===== config.mk =====
export PLATFORM = sky130hd
export DESIGN_NAME = mir_rx_deframer
export DESIGN_NICKNAME = d
export VERILOG_FILES = /design/src/rtl/mir_rx_pkg.sv /design/src/rtl/mir_rx_unstuff.sv /design/src/rtl/mir_rx_crc16.sv /design/src/rtl/mir_rx_bytepack.sv /design/src/rtl/mir_rx_deframer.sv
export SDC_FILE = /design/constraint.sdc
export NUM_CORES = 1
export LEC_CHECK = 0
export BUFFER_PORTS_ARGS = -buffer_cell sky130_fd_sc_hd__buf_2
export CORE_AREA = 2 2 96 79
export CTS_BUF_LIST = sky130_fd_sc_hd__clkbuf_4
export DETAILED_ROUTE_END_ITERATION = 7
export DIE_AREA = 0 0 98 81
export PLACE_DENSITY = 0.78
export SYNTH_ARGS = -nofsm -noshare
export SYNTH_HDL_FRONTEND = slang
export SYNTH_SLANG_ARGS = --single-unit
export TNS_END_PERCENT = 5

===== constraint.sdc =====
create_clock -name clk -period 5.3 [get_ports clk]
set_input_delay 0.265 -clock clk [delete_from_list [all_inputs] [get_ports clk]]
set_output_delay 0.265 -clock clk [all_outputs]
set_load 0.005 [all_outputs]

===== src/rtl/mir_rx_pkg.sv =====
package mir_rx_pkg;

    typedef enum logic [1:0] {
        ST_HUNT = 2'd0,
        ST_OPEN = 2'd1,
        ST_RECV = 2'd2
    } rx_state_t;

    localparam logic [15:0] CRC_INIT     = 16'hFFFF;
    localparam logic [15:0] CRC_POLY_REV = 16'h8408;
    localparam logic [15:0] CRC_RESIDUE  = 16'hF0B8;

    localparam int STAT_W    = 3;
    localparam int STAT_ABT  = 0;
    localparam int STAT_CRC  = 1;
    localparam int STAT_LEN  = 2;
    localparam int FCS_BYTES = 2;

endpackage


===== src/rtl/mir_rx_unstuff.sv =====
module mir_rx_unstuff #(
    parameter int FLAG_ONES = 6
) (
    input  logic clk,
    input  logic rst_n,
    input  logic clear,
    input  logic step,
    input  logic din,
    output logic flag_ev,
    output logic abort_ev,
    output logic commit_v,
    output logic commit_bit
);
    localparam int STUFF_ONES = FLAG_ONES - 1;
    localparam int ABORT_ONES = FLAG_ONES + 1;
    localparam int WIN        = FLAG_ONES + 1;
    localparam int ONES_W     = $clog2(ABORT_ONES + 1);
    localparam int FILL_W     = $clog2(WIN + 1);

    logic [ONES_W-1:0] ones;
    logic [WIN-1:0]    win;
    logic [FILL_W-1:0] fill;
    logic              stuffed;
    logic              push;

    always_comb begin
        stuffed    = step && !din && (ones == ONES_W'(STUFF_ONES));
        flag_ev    = step && !din && (ones == ONES_W'(FLAG_ONES));
        abort_ev   = step &&  din && (ones == ONES_W'(FLAG_ONES));
        push       = step && !stuffed && !flag_ev &&
                     (!din || (ones < ONES_W'(FLAG_ONES)));
        commit_v   = push && (fill == FILL_W'(WIN));
        commit_bit = win[WIN-1];
    end

    always_ff @(posedge clk) begin
        if (!rst_n || clear) begin
            ones <= '0;
            win  <= '0;
            fill <= '0;
        end else if (step) begin
            if (din) begin
                if (ones != ONES_W'(ABORT_ONES))
                    ones <= ones + 1'b1;
            end else begin
                ones <= '0;
            end
            if (flag_ev || abort_ev) begin
                fill <= '0;
            end else if (push) begin
                win <= {win[WIN-2:0], din};
                if (fill != FILL_W'(WIN))
                    fill <= fill + 1'b1;
            end
        end
    end
endmodule


===== src/rtl/mir_rx_crc16.sv =====
module mir_rx_crc16 #(
    parameter int          CRC_W = 16,
    parameter logic [15:0] POLY  = 16'h8408,
    parameter logic [15:0] INIT  = 16'hFFFF
) (
    input  logic             clk,
    input  logic             rst_n,
    input  logic             clear,
    input  logic             step,
    input  logic             din,
    output logic [CRC_W-1:0] crc
);
    logic fb;

    always_comb fb = crc[0] ^ din;

    always_ff @(posedge clk) begin
        if (!rst_n || clear)
            crc <= INIT[CRC_W-1:0];
        else if (step)
            crc <= (crc >> 1) ^ (fb ? POLY[CRC_W-1:0] : '0);
    end
endmodule


===== src/rtl/mir_rx_bytepack.sv =====
module mir_rx_bytepack #(
    parameter int DATA_W = 8,
    parameter int HOLD   = 2,
    parameter int CNT_W  = 13
) (
    input  logic              clk,
    input  logic              rst_n,
    input  logic              clear,
    input  logic              step,
    input  logic              din,
    output logic              out_valid,
    output logic [DATA_W-1:0] out_data,
    output logic [$clog2(DATA_W)-1:0] phase,
    output logic [CNT_W-1:0]  total
);
    localparam int PH_W = $clog2(DATA_W);
    localparam int HC_W = $clog2(HOLD + 1);

    logic [DATA_W-1:0]      sh;
    logic [DATA_W-1:0]      new_byte;
    logic [HOLD*DATA_W-1:0] hold;
    logic [HC_W-1:0]        hcnt;
    logic                   byte_done;

    always_comb begin
        new_byte  = {din, sh[DATA_W-1:1]};
        byte_done = step && (phase == PH_W'(DATA_W - 1));
    end

    always_ff @(posedge clk) begin
        if (!rst_n) begin
            sh        <= '0;
            phase     <= '0;
            hold      <= '0;
            hcnt      <= '0;
            total     <= '0;
            out_valid <= 1'b0;
            out_data  <= '0;
        end else begin
            out_valid <= 1'b0;
            if (clear) begin
                phase <= '0;
                hcnt  <= '0;
                total <= '0;
            end else if (step) begin
                sh    <= new_byte;
                phase <= byte_done ? '0 : phase + 1'b1;
                if (byte_done) begin
                    if (total != '1)
                        total <= total + 1'b1;
                    hold <= {new_byte, hold[HOLD*DATA_W-1:DATA_W]};
                    if (hcnt == HC_W'(HOLD)) begin
                        out_valid <= 1'b1;
                        out_data  <= hold[DATA_W-1:0];
                    end else begin
                        hcnt <= hcnt + 1'b1;
                    end
                end
            end
        end
    end
endmodule


===== src/rtl/mir_rx_deframer.sv =====
module mir_rx_deframer
    import mir_rx_pkg::*;
#(
    parameter int LEN_W     = 12,
    parameter int FLAG_ONES = 6
) (
    input  logic             clk,
    input  logic             rst_n,
    input  logic             bit_en,
    input  logic             bit_in,
    input  logic             rx_disable,
    input  logic             tx_active,
    input  logic [LEN_W-1:0] max_len,
    output logic             byte_valid,
    output logic [7:0]       byte_data,
    output logic             frame_end,
    output logic [2:0]       rx_stat
);
    localparam int DATA_W = 8;
    localparam int TOT_W  = LEN_W + 1;
    localparam int PH_W   = $clog2(DATA_W);

    rx_state_t        state, state_nx;
    logic             blocked, step;
    logic             flag_ev, abort_ev, commit_v, commit_bit;
    logic             pk_step, pk_clear;
    logic [15:0]      crc;
    logic [PH_W-1:0]  phase;
    logic [TOT_W-1:0] total;
    logic [TOT_W-1:0] payload;
    logic             len_err, crc_err;

    always_comb begin
        blocked  = rx_disable || tx_active;
        step     = bit_en && !blocked;
        pk_step  = commit_v && (state != ST_HUNT);
        pk_clear = blocked || flag_ev || abort_ev;
        payload  = total - TOT_W'(FCS_BYTES);
        len_err  = (phase != '0) || (total < TOT_W'(FCS_BYTES)) ||
                   (payload > {1'b0, max_len});
        crc_err  = (crc != CRC_RESIDUE);
    end

    mir_rx_unstuff #(.FLAG_ONES(FLAG_ONES)) u_unstuff (
        .clk        (clk),
        .rst_n      (rst_n),
        .clear      (blocked),
        .step       (step),
        .din        (bit_in),
        .flag_ev    (flag_ev),
        .abort_ev   (abort_ev),
        .commit_v   (commit_v),
        .commit_bit (commit_bit)
    );

    mir_rx_crc16 #(.CRC_W(16), .POLY(CRC_POLY_REV), .INIT(CRC_INIT)) u_crc (
        .clk   (clk),
        .rst_n (rst_n),
        .clear (pk_clear),
        .step  (pk_step),
        .din   (commit_bit),
        .crc   (crc)
    );

    mir_rx_bytepack #(.DATA_W(DATA_W), .HOLD(FCS_BYTES), .CNT_W(TOT_W)) u_pack (
        .clk       (clk),
        .rst_n     (rst_n),
        .clear     (pk_clear),
        .step      (pk_step),
        .din       (commit_bit),
        .out_valid (byte_valid),
        .out_data  (byte_data),
        .phase     (phase),
        .total     (total)
    );

    always_comb begin
        state_nx = state;
        if (blocked) begin
            state_nx = ST_HUNT;
        end else begin
            unique case (state)
                ST_HUNT: if (flag_ev) state_nx = ST_OPEN;
                ST_OPEN: begin
                    if (abort_ev)      state_nx = ST_HUNT;
                    else if (commit_v) state_nx = ST_RECV;
                end
                ST_RECV: begin
                    if (abort_ev)     state_nx = ST_HUNT;
                    else if (flag_ev) state_nx = ST_OPEN;
                end
                default: state_nx = ST_HUNT;
            endcase
        end
    end

    always_ff @(posedge clk) begin
        if (!rst_n) state <= ST_HUNT;
        else        state <= state_nx;
    end

    always_ff @(posedge clk) begin
        if (!rst_n) begin
            frame_end <= 1'b0;
            rx_stat   <= '0;
        end else begin
            frame_end <= 1'b0;
            if (!blocked && state == ST_RECV) begin
                if (abort_ev) begin
                    frame_end         <= 1'b1;
                    rx_stat           <= '0;
                    rx_stat[STAT_ABT] <= 1'b1;
                end else if (flag_ev) begin
                    frame_end         <= 1'b1;
                    rx_stat[STAT_ABT] <= 1'b0;
                    rx_stat[STAT_CRC] <= crc_err;
                    rx_stat[STAT_LEN] <= len_err;
                end
            end
        end
    end
endmodule


==> results of run 1 <==
## critical path, delay by kind of cell, from the launching register on
kind,cells,cell delay (ns)
and+or+nand+nor,5,1.38
AOI/OAI and AO/OA,3,0.49
DFF,1,0.41
xor gates and xnor gates,1,0.18
adders and majority gates,1,0.25
## final timing paths
kind / from / end / slack [ns]
min reg2reg: u_pack.out_data[4] / u_pack.out_data[4] / 0.46
min: rst_n / u_pack.out_data[4] / 0.18
max: u_pack.total[3] / rx_stat[2] / 2.48
max reg2reg: u_pack.total[3] / rx_stat[2] / 2.48
## layout make-up
class                   instances  area [um2]
repair buffers                 32         165
inverters                      25        93.8
flip-flops and latches         85        1700
multi-input cells             343        2180
clock buffers                   9        67.6
clock inverters                 7        66.3
well taps                      90         113
fillers                       628        2720
## layer usage
metal  track usage  up-vias
met5             0        -
met4        0.0528        0
met3        0.0525        2
met2         0.325       54
met1         0.263     1512
li1              -     1697
## logic make-up (layout without fill, tap and decap cells)
kind of cell,count (synthesis),after routing,synth area share
flops,85,85,0.415
simple gates,205,205,0.245
compound gates,71,71,0.112
mux,26,26,0.0638
fa+ha+maj,25,25,0.0763
buf+inv,50,73,0.0537
xor+xnor,16,16,0.0342
## per-stage QoR
stage	area [um2]	util	power (W)	worst slack [ns]
floorplan	4100	-	0.000682	2.70
global placement	4260	0.599	0.000694	2.56
detailed placement	4260	0.599	0.000695	2.47
CTS	4390	0.618	0.00104	2.49
global route	4390	0.618	0.00108	2.14
finish	4390	0.618	0.00103	2.48
## state kept, by name, indices dropped and copies added, names as in the netlist
signal / cells
u_crc.crc: 16
u_pack.hold: 16
u_pack.total: 13
u_pack.out_data: 8
u_pack.sh: 7
u_unstuff.win: 7
rx_stat: 3
u_pack.phase: 3
u_unstuff.fill: 3
u_unstuff.ones: 3
state: 2
u_pack.hcnt: 2
frame_end: 1
u_pack.out_valid: 1
## layout by cell type (no fill, tap or decap), types with 4 or more instances in the layout
| master | count |
|---|---|
| o31ai_1 | 4 |
| inv_1 | 25 |
| clkbuf_4 | 9 |
| a21oi_1 | 23 |
| nor4b_1 | 4 |
| dfxtp_1 | 85 |
| buf_2 | 30 |
| o21ai_0 | 18 |
| xor2_1 | 5 |
| nand4_1 | 7 |
| or3_1 | 7 |
| ha_1 | 25 |
| o21ai_1 | 4 |
| or4_1 | 4 |
| xnor2_1 | 11 |
| nand2_1 | 70 |
| nor2_1 | 48 |
| mux2i_1 | 25 |
| nand3_1 | 40 |
## power by group
part / internal [W] / switching, W / leakage [nW]
registers: 0.000639 / 0.000000158 / 0.685
clock network: 0.000108 / 0.000239 / 0.0685
logic: 0.0000162 / 0.0000257 / 1.08
==> impl_metrics.yaml, run 1 <==
route:
  via_count: 3265
  vias_per_cell: 5.52
  drc: 0
  drtAntennaViolNets: 0
  wl_met2_um: 3340
  first_pass_iters: 5
  postRouteWirelength_um: 7460
  top_layer: "met4"
  routedWlPerCell_um: 12.6
  dr_wl_met3_um: 332
  m1WireLength_um: 3750
  initialDrtViolationCount: 172
synthesis:
  netlist_top_cells_count: "dfxtp_1, nand2_1, nor2_1"
  ys_async_sr_fraction: 0
  ys_ff_latch: 85
  synth_nets: 521
  synth_area_mm2: 0.00410
  avgSynthCellArea_um2: 8.58
  synth-seq-area-share: 0.415
  yosysMostFrequentCell: "dfxtp_1"
  synth.largest_area_cell: "dfxtp_1"
  ys_types: 54
  yosys_warnings: 0
  synth_top_cell_area_share: 0.415
  synth_ff_type: "dfxtp_1"
  synth_edf_count: 0
  synthCells: 478
  yosys-top-cells-area: "dfxtp_1, ha_1, nand2_1, mux2i_1, nand3_1"
worst_setup_path:
  ff2ff_path_depth: 10
  end_kind: "flop"
  worst-path-max-fanout: 8
  crit_slowest_cell: "nor4_2"
  crit_path_start_kind: "flop"
  cp_data_required_time_ns: 5.60
  crit_chain: "nor4_2, nand2_1, nor4_1, xor2_1, ha_1, and3_1, a221oi_1, a41oi_1, nor4b_1, a311oi_1"
  cp_slowest_stage_delay_ns: 0.45
  critPathKind: "reg -> reg"
  critical_path_arrival_ns: 3.12
sta:
  final.period_utilization: 0.532
  grt_setup_unrepaired: "false"
  timing_hold_violations_final: 0
  slew_violations: 0
  slew_headroom: 0.339
  fin_skew_ns: 0.0228
  fin_hold_ws_ns: 0.184
  tns_ns: 0
  min_period_ns: 2.82
  setup_viol_count_final: 0
  worst_pin_slew_ns: 0.987
  fmax_mhz: 354
floorplan:
  ioPinCount: 31
  start_util: 0.576
  die_area_mm2: 0.00794
  die_y_um: 81
  die_w_um: 98
  core_area_mm2: 0.00711
  rows: 28
clock_network:
  root_buffer: "clkbuf_4"
  post_cts_buffers: 0
  path_clk_slew_ns: 0.15
  cts_hold_buf: 0
  cts_sinks: 85
  ctsHtreeMaxLevel: 3
  cts_tree: "yes"
  cts_buffers: 9
  clockBufferDepth: 2
  cts_resized: 0
  clock_latency_ns: 0.44
finish:
  drive_above_1_share: 0.122
  areaGrowthSynthToFinish_pct: 7.14
  final_nets: 539
  antenna_cells: 0
  instances_no_fill: 591
status:
  status: "finished clean"
pwr:
  irDropWorstVdd_mv: 0.179
  power_density_mw_per_mm2: 234
  p_leak_nw: 1.84
run:
  cap_violations: 0
worst_hold_path:
  holdPathStages: 3
  min_path_type: "in -> reg"
placement:
  place_congestion: 0.799
  io_buffers: 30
  dp_cells: 575
  dpl.hpwl_um: 5530
global_route:
  overflow: 0
  grt_pass1_vias: 2893
  grt_start_max_net_pins: 32
  grt_pass1_wl_um: 12900
  antenna_found_initial: 0
  grt.total_usage: 0.199
(Power assumes the default switching activity.)
==> run 2, diff against run 1 <==
- CORE_AREA: 2 2 96 79 -> 2 2 99 82
- DIE_AREA: 0 0 98 81 -> 0 0 101 84
- PLACE_DENSITY: 0.78 -> 0.77
- clock period: 5.3 -> 2.3 ns (I/O delays scaled with it)
==> run 2 against run 1 <==
Compared with the run above:
- critical endpoint unchanged
- non-clock buffer count grew 34
- critical path depth is the same
- the run now ends with negative setup slack left
- sequential power grew 130%
- fmax grew 12%
- largest power group unchanged
==> impl_metrics.yaml, run 2 (same netlist as run 1, synthesis figures left out) <==
status:
  status: "finished with violations"
  violations: "negative setup slack"
global_route:
  grt_start_max_net_pins: 29
  overflow: 0
  antenna_found_initial: 0
  grt_pass1_wl_um: 14300
  grt.total_usage: 0.211
  grt_pass1_vias: 3183
route:
  postRouteWirelength_um: 8260
  drc: 0
  routedWlPerCell_um: 13.2
  first_pass_iters: 4
  initialDrtViolationCount: 184
  drtAntennaViolNets: 0
  via_count: 3385
  vias_per_cell: 5.40
floorplan:
  die_area_mm2: 0.00848
  core_area_mm2: 0.00762
  ioPinCount: 31
  die_y_um: 84
  die_w_um: 101
  start_util: 0.538
  rows: 29
run:
  cap_violations: 0
sta:
  finalWorstSetupSlack_ns: -0.229
  setup_viol_count_final: 1
  grt_setup_unrepaired: "true"
  tns_ns: -0.229
  worst_pin_slew_ns: 0.675
  fmax_mhz: 395
  min_period_ns: 2.53
  final.period_utilization: 1.10
  slew_headroom: 0.547
  slew_violations: 0
  fin_skew_ns: 0.0152
  timing_hold_violations_final: 0
finish:
  areaGrowthSynthToFinish_pct: 15.2
  drive_above_1_share: 0.185
  final_nets: 573
  antenna_cells: 0
  final_cell_mix: "dfxtp_1, nand2_1, nor2_1"
  final_common_cell: "dfxtp_1"
  nFillCells: 641
  top_regs: "u_crc.crc: 16 flops, u_pack.hold: 16 flops, u_pack.total: 13 flops"
clock_network:
  path_clk_slew_ns: 0.13
  root_buffer: "clkbuf_4"
  cts_sinks: 85
  cts_tree: "yes"
  cts_buffers: 9
  ctsHtreeMaxLevel: 3
  cts_hold_buf: 0
  clockBufferDepth: 2
  clock_latency_ns: 0.44
worst_setup_path:
  critical_path_arrival_ns: 2.85
  path_delay_family: "simple AND/OR/NAND/NOR gates"
  crit_buf_inv: 0
  worst-path-max-fanout: 3
  ff2ff_path_depth: 10
  crit_chain: "nor4_4, nand2_1, or3_1, xnor2_1, ha_1, and3_4, a221oi_2, a41oi_1, nor4b_2, a311oi_1"
  end_kind: "flop"
  cp-endpoint: "rx_stat[2]"
  cp_slowest_stage_delay_ns: 0.36
  cp_data_required_time_ns: 2.62
  cp_num_cells: 10
  critPathKind: "reg -> reg"
  startpoint: "u_pack.total[6]"
  crit_path_start_kind: "flop"
  crit_slowest_cell: "dfxtp_2"
  reg2reg_from: "u_pack.total[6]"
  ff2ff_setup_slack_ns: -0.23
  r2r_end: "rx_stat[2]"
placement:
  pre_cts_ws_ns: -0.403
  place_congestion: 0.849
  io_buffers: 30
  dpl.hpwl_um: 6240
pwr:
  p_leak_nw: 2.03
  power_density_mw_per_mm2: 534
  irDropWorstVdd_mv: 0.304
worst_hold_path:
  min_path_type: "in -> reg"
==> run 2: cell count changes in the layout (fill, tap and decap cells not counted), moves of 2 or more <==
cell	change
dfxtp_1	-2
inv_8	-3
nand3_2	-2
bufinv_16	+2
buf_4	+34
dfxtp_2	+2
nand3_4	+2
==> run 2: what timing repair did <==
item                                    in CTS  in global routing
setup buffers                                2                  0
endpoints found under the setup margin       1                 21
gates resized for setup                      4                  3
pin swaps                                    6                  3
hold endpoints to repair                     0                  0
==> run 2: layout make-up <==
| cell class | count | area (um2) | area share |
|---|---|---|---|
| clock buffer | 9 | 67.6 | 0.0143 |
| clock inverter | 6 | 88.8 | 0.0188 |
| inverter | 25 | 93.8 | 0.0199 |
| multi-input combinational | 343 | 2230 | 0.473 |
| sequential | 85 | 1700 | 0.361 |
| tap | 93 | 116 | 0.0246 |
| timing repair buffer | 66 | 420 | 0.0890 |
==> run 2: stage by stage <==
stage | util | total power, W | cells | cell area [um2] | hold slack [ns]
after floorplan | - | 0.00157 | 478 | 4120 | 0.328
after global placement | 0.593 | 0.00161 | 610 | 4520 | 0.436
after detailed placement | 0.593 | 0.00162 | 610 | 4520 | 0.444
after CTS | 0.618 | 0.00255 | 627 | 4710 | 0.0347
after global routing | 0.620 | 0.00263 | 627 | 4720 | 0.0385
final | 0.620 | 0.00252 | 627 | 4720 | 0.0535
==> run 2: how the worst min path moves through the flow <==
stage | startpoint | to | slack [ns] | cells past startpoint
2_1_floorplan | tx_active | u_pack.sh[1] | 0.33 | 3
3_3_place_gp | u_pack.hold[4] | u_pack.out_data[4] | 0.44 | 2
3_5_place_dp | u_pack.hold[1] | u_pack.out_data[1] | 0.44 | 2
4_1_cts | rst_n | u_pack.out_data[7] | 0.03 | 3
5_1_grt | rst_n | u_pack.out_data[4] | 0.04 | 3
6_report | rst_n | u_pack.out_data[7] | 0.05 | 3
==> run 2: layer usage <==
| layer | wire length [um] | track usage | vias to the layer above |
|---|---|---|---|
| li1 | - | - | 1767 |
| met4 | 78 | 0.0663 | 0 |
| met1 | 3840 | 0.279 | 1547 |
| met2 | 3960 | 0.342 | 63 |
| met5 | 0 | 0 | - |
| met3 | 380 | 0.0486 | 8 |
==> run 2: where the power goes <==
group	internal (W)	total (W)	leakage, nW	switching (W)
sequential	0.00147	0.00147	0.686	0.000000352
combinational	0.0000469	0.000111	1.27	0.0000644
clock	0.000435	0.000937	0.0796	0.000502
total	0.00195	0.00252	2.03	0.000567
==> run 2: worst register-to-register path: cells and delay by family (launching register included) <==
| family | cells | cell delay, ns |
|---|---|---|
| compound gates | 3 | 0.42 |
| xor+xnor | 1 | 0.14 |
| fa+ha+maj | 1 | 0.31 |
| flops | 1 | 0.36 |
| simple gates | 5 | 1.21 |
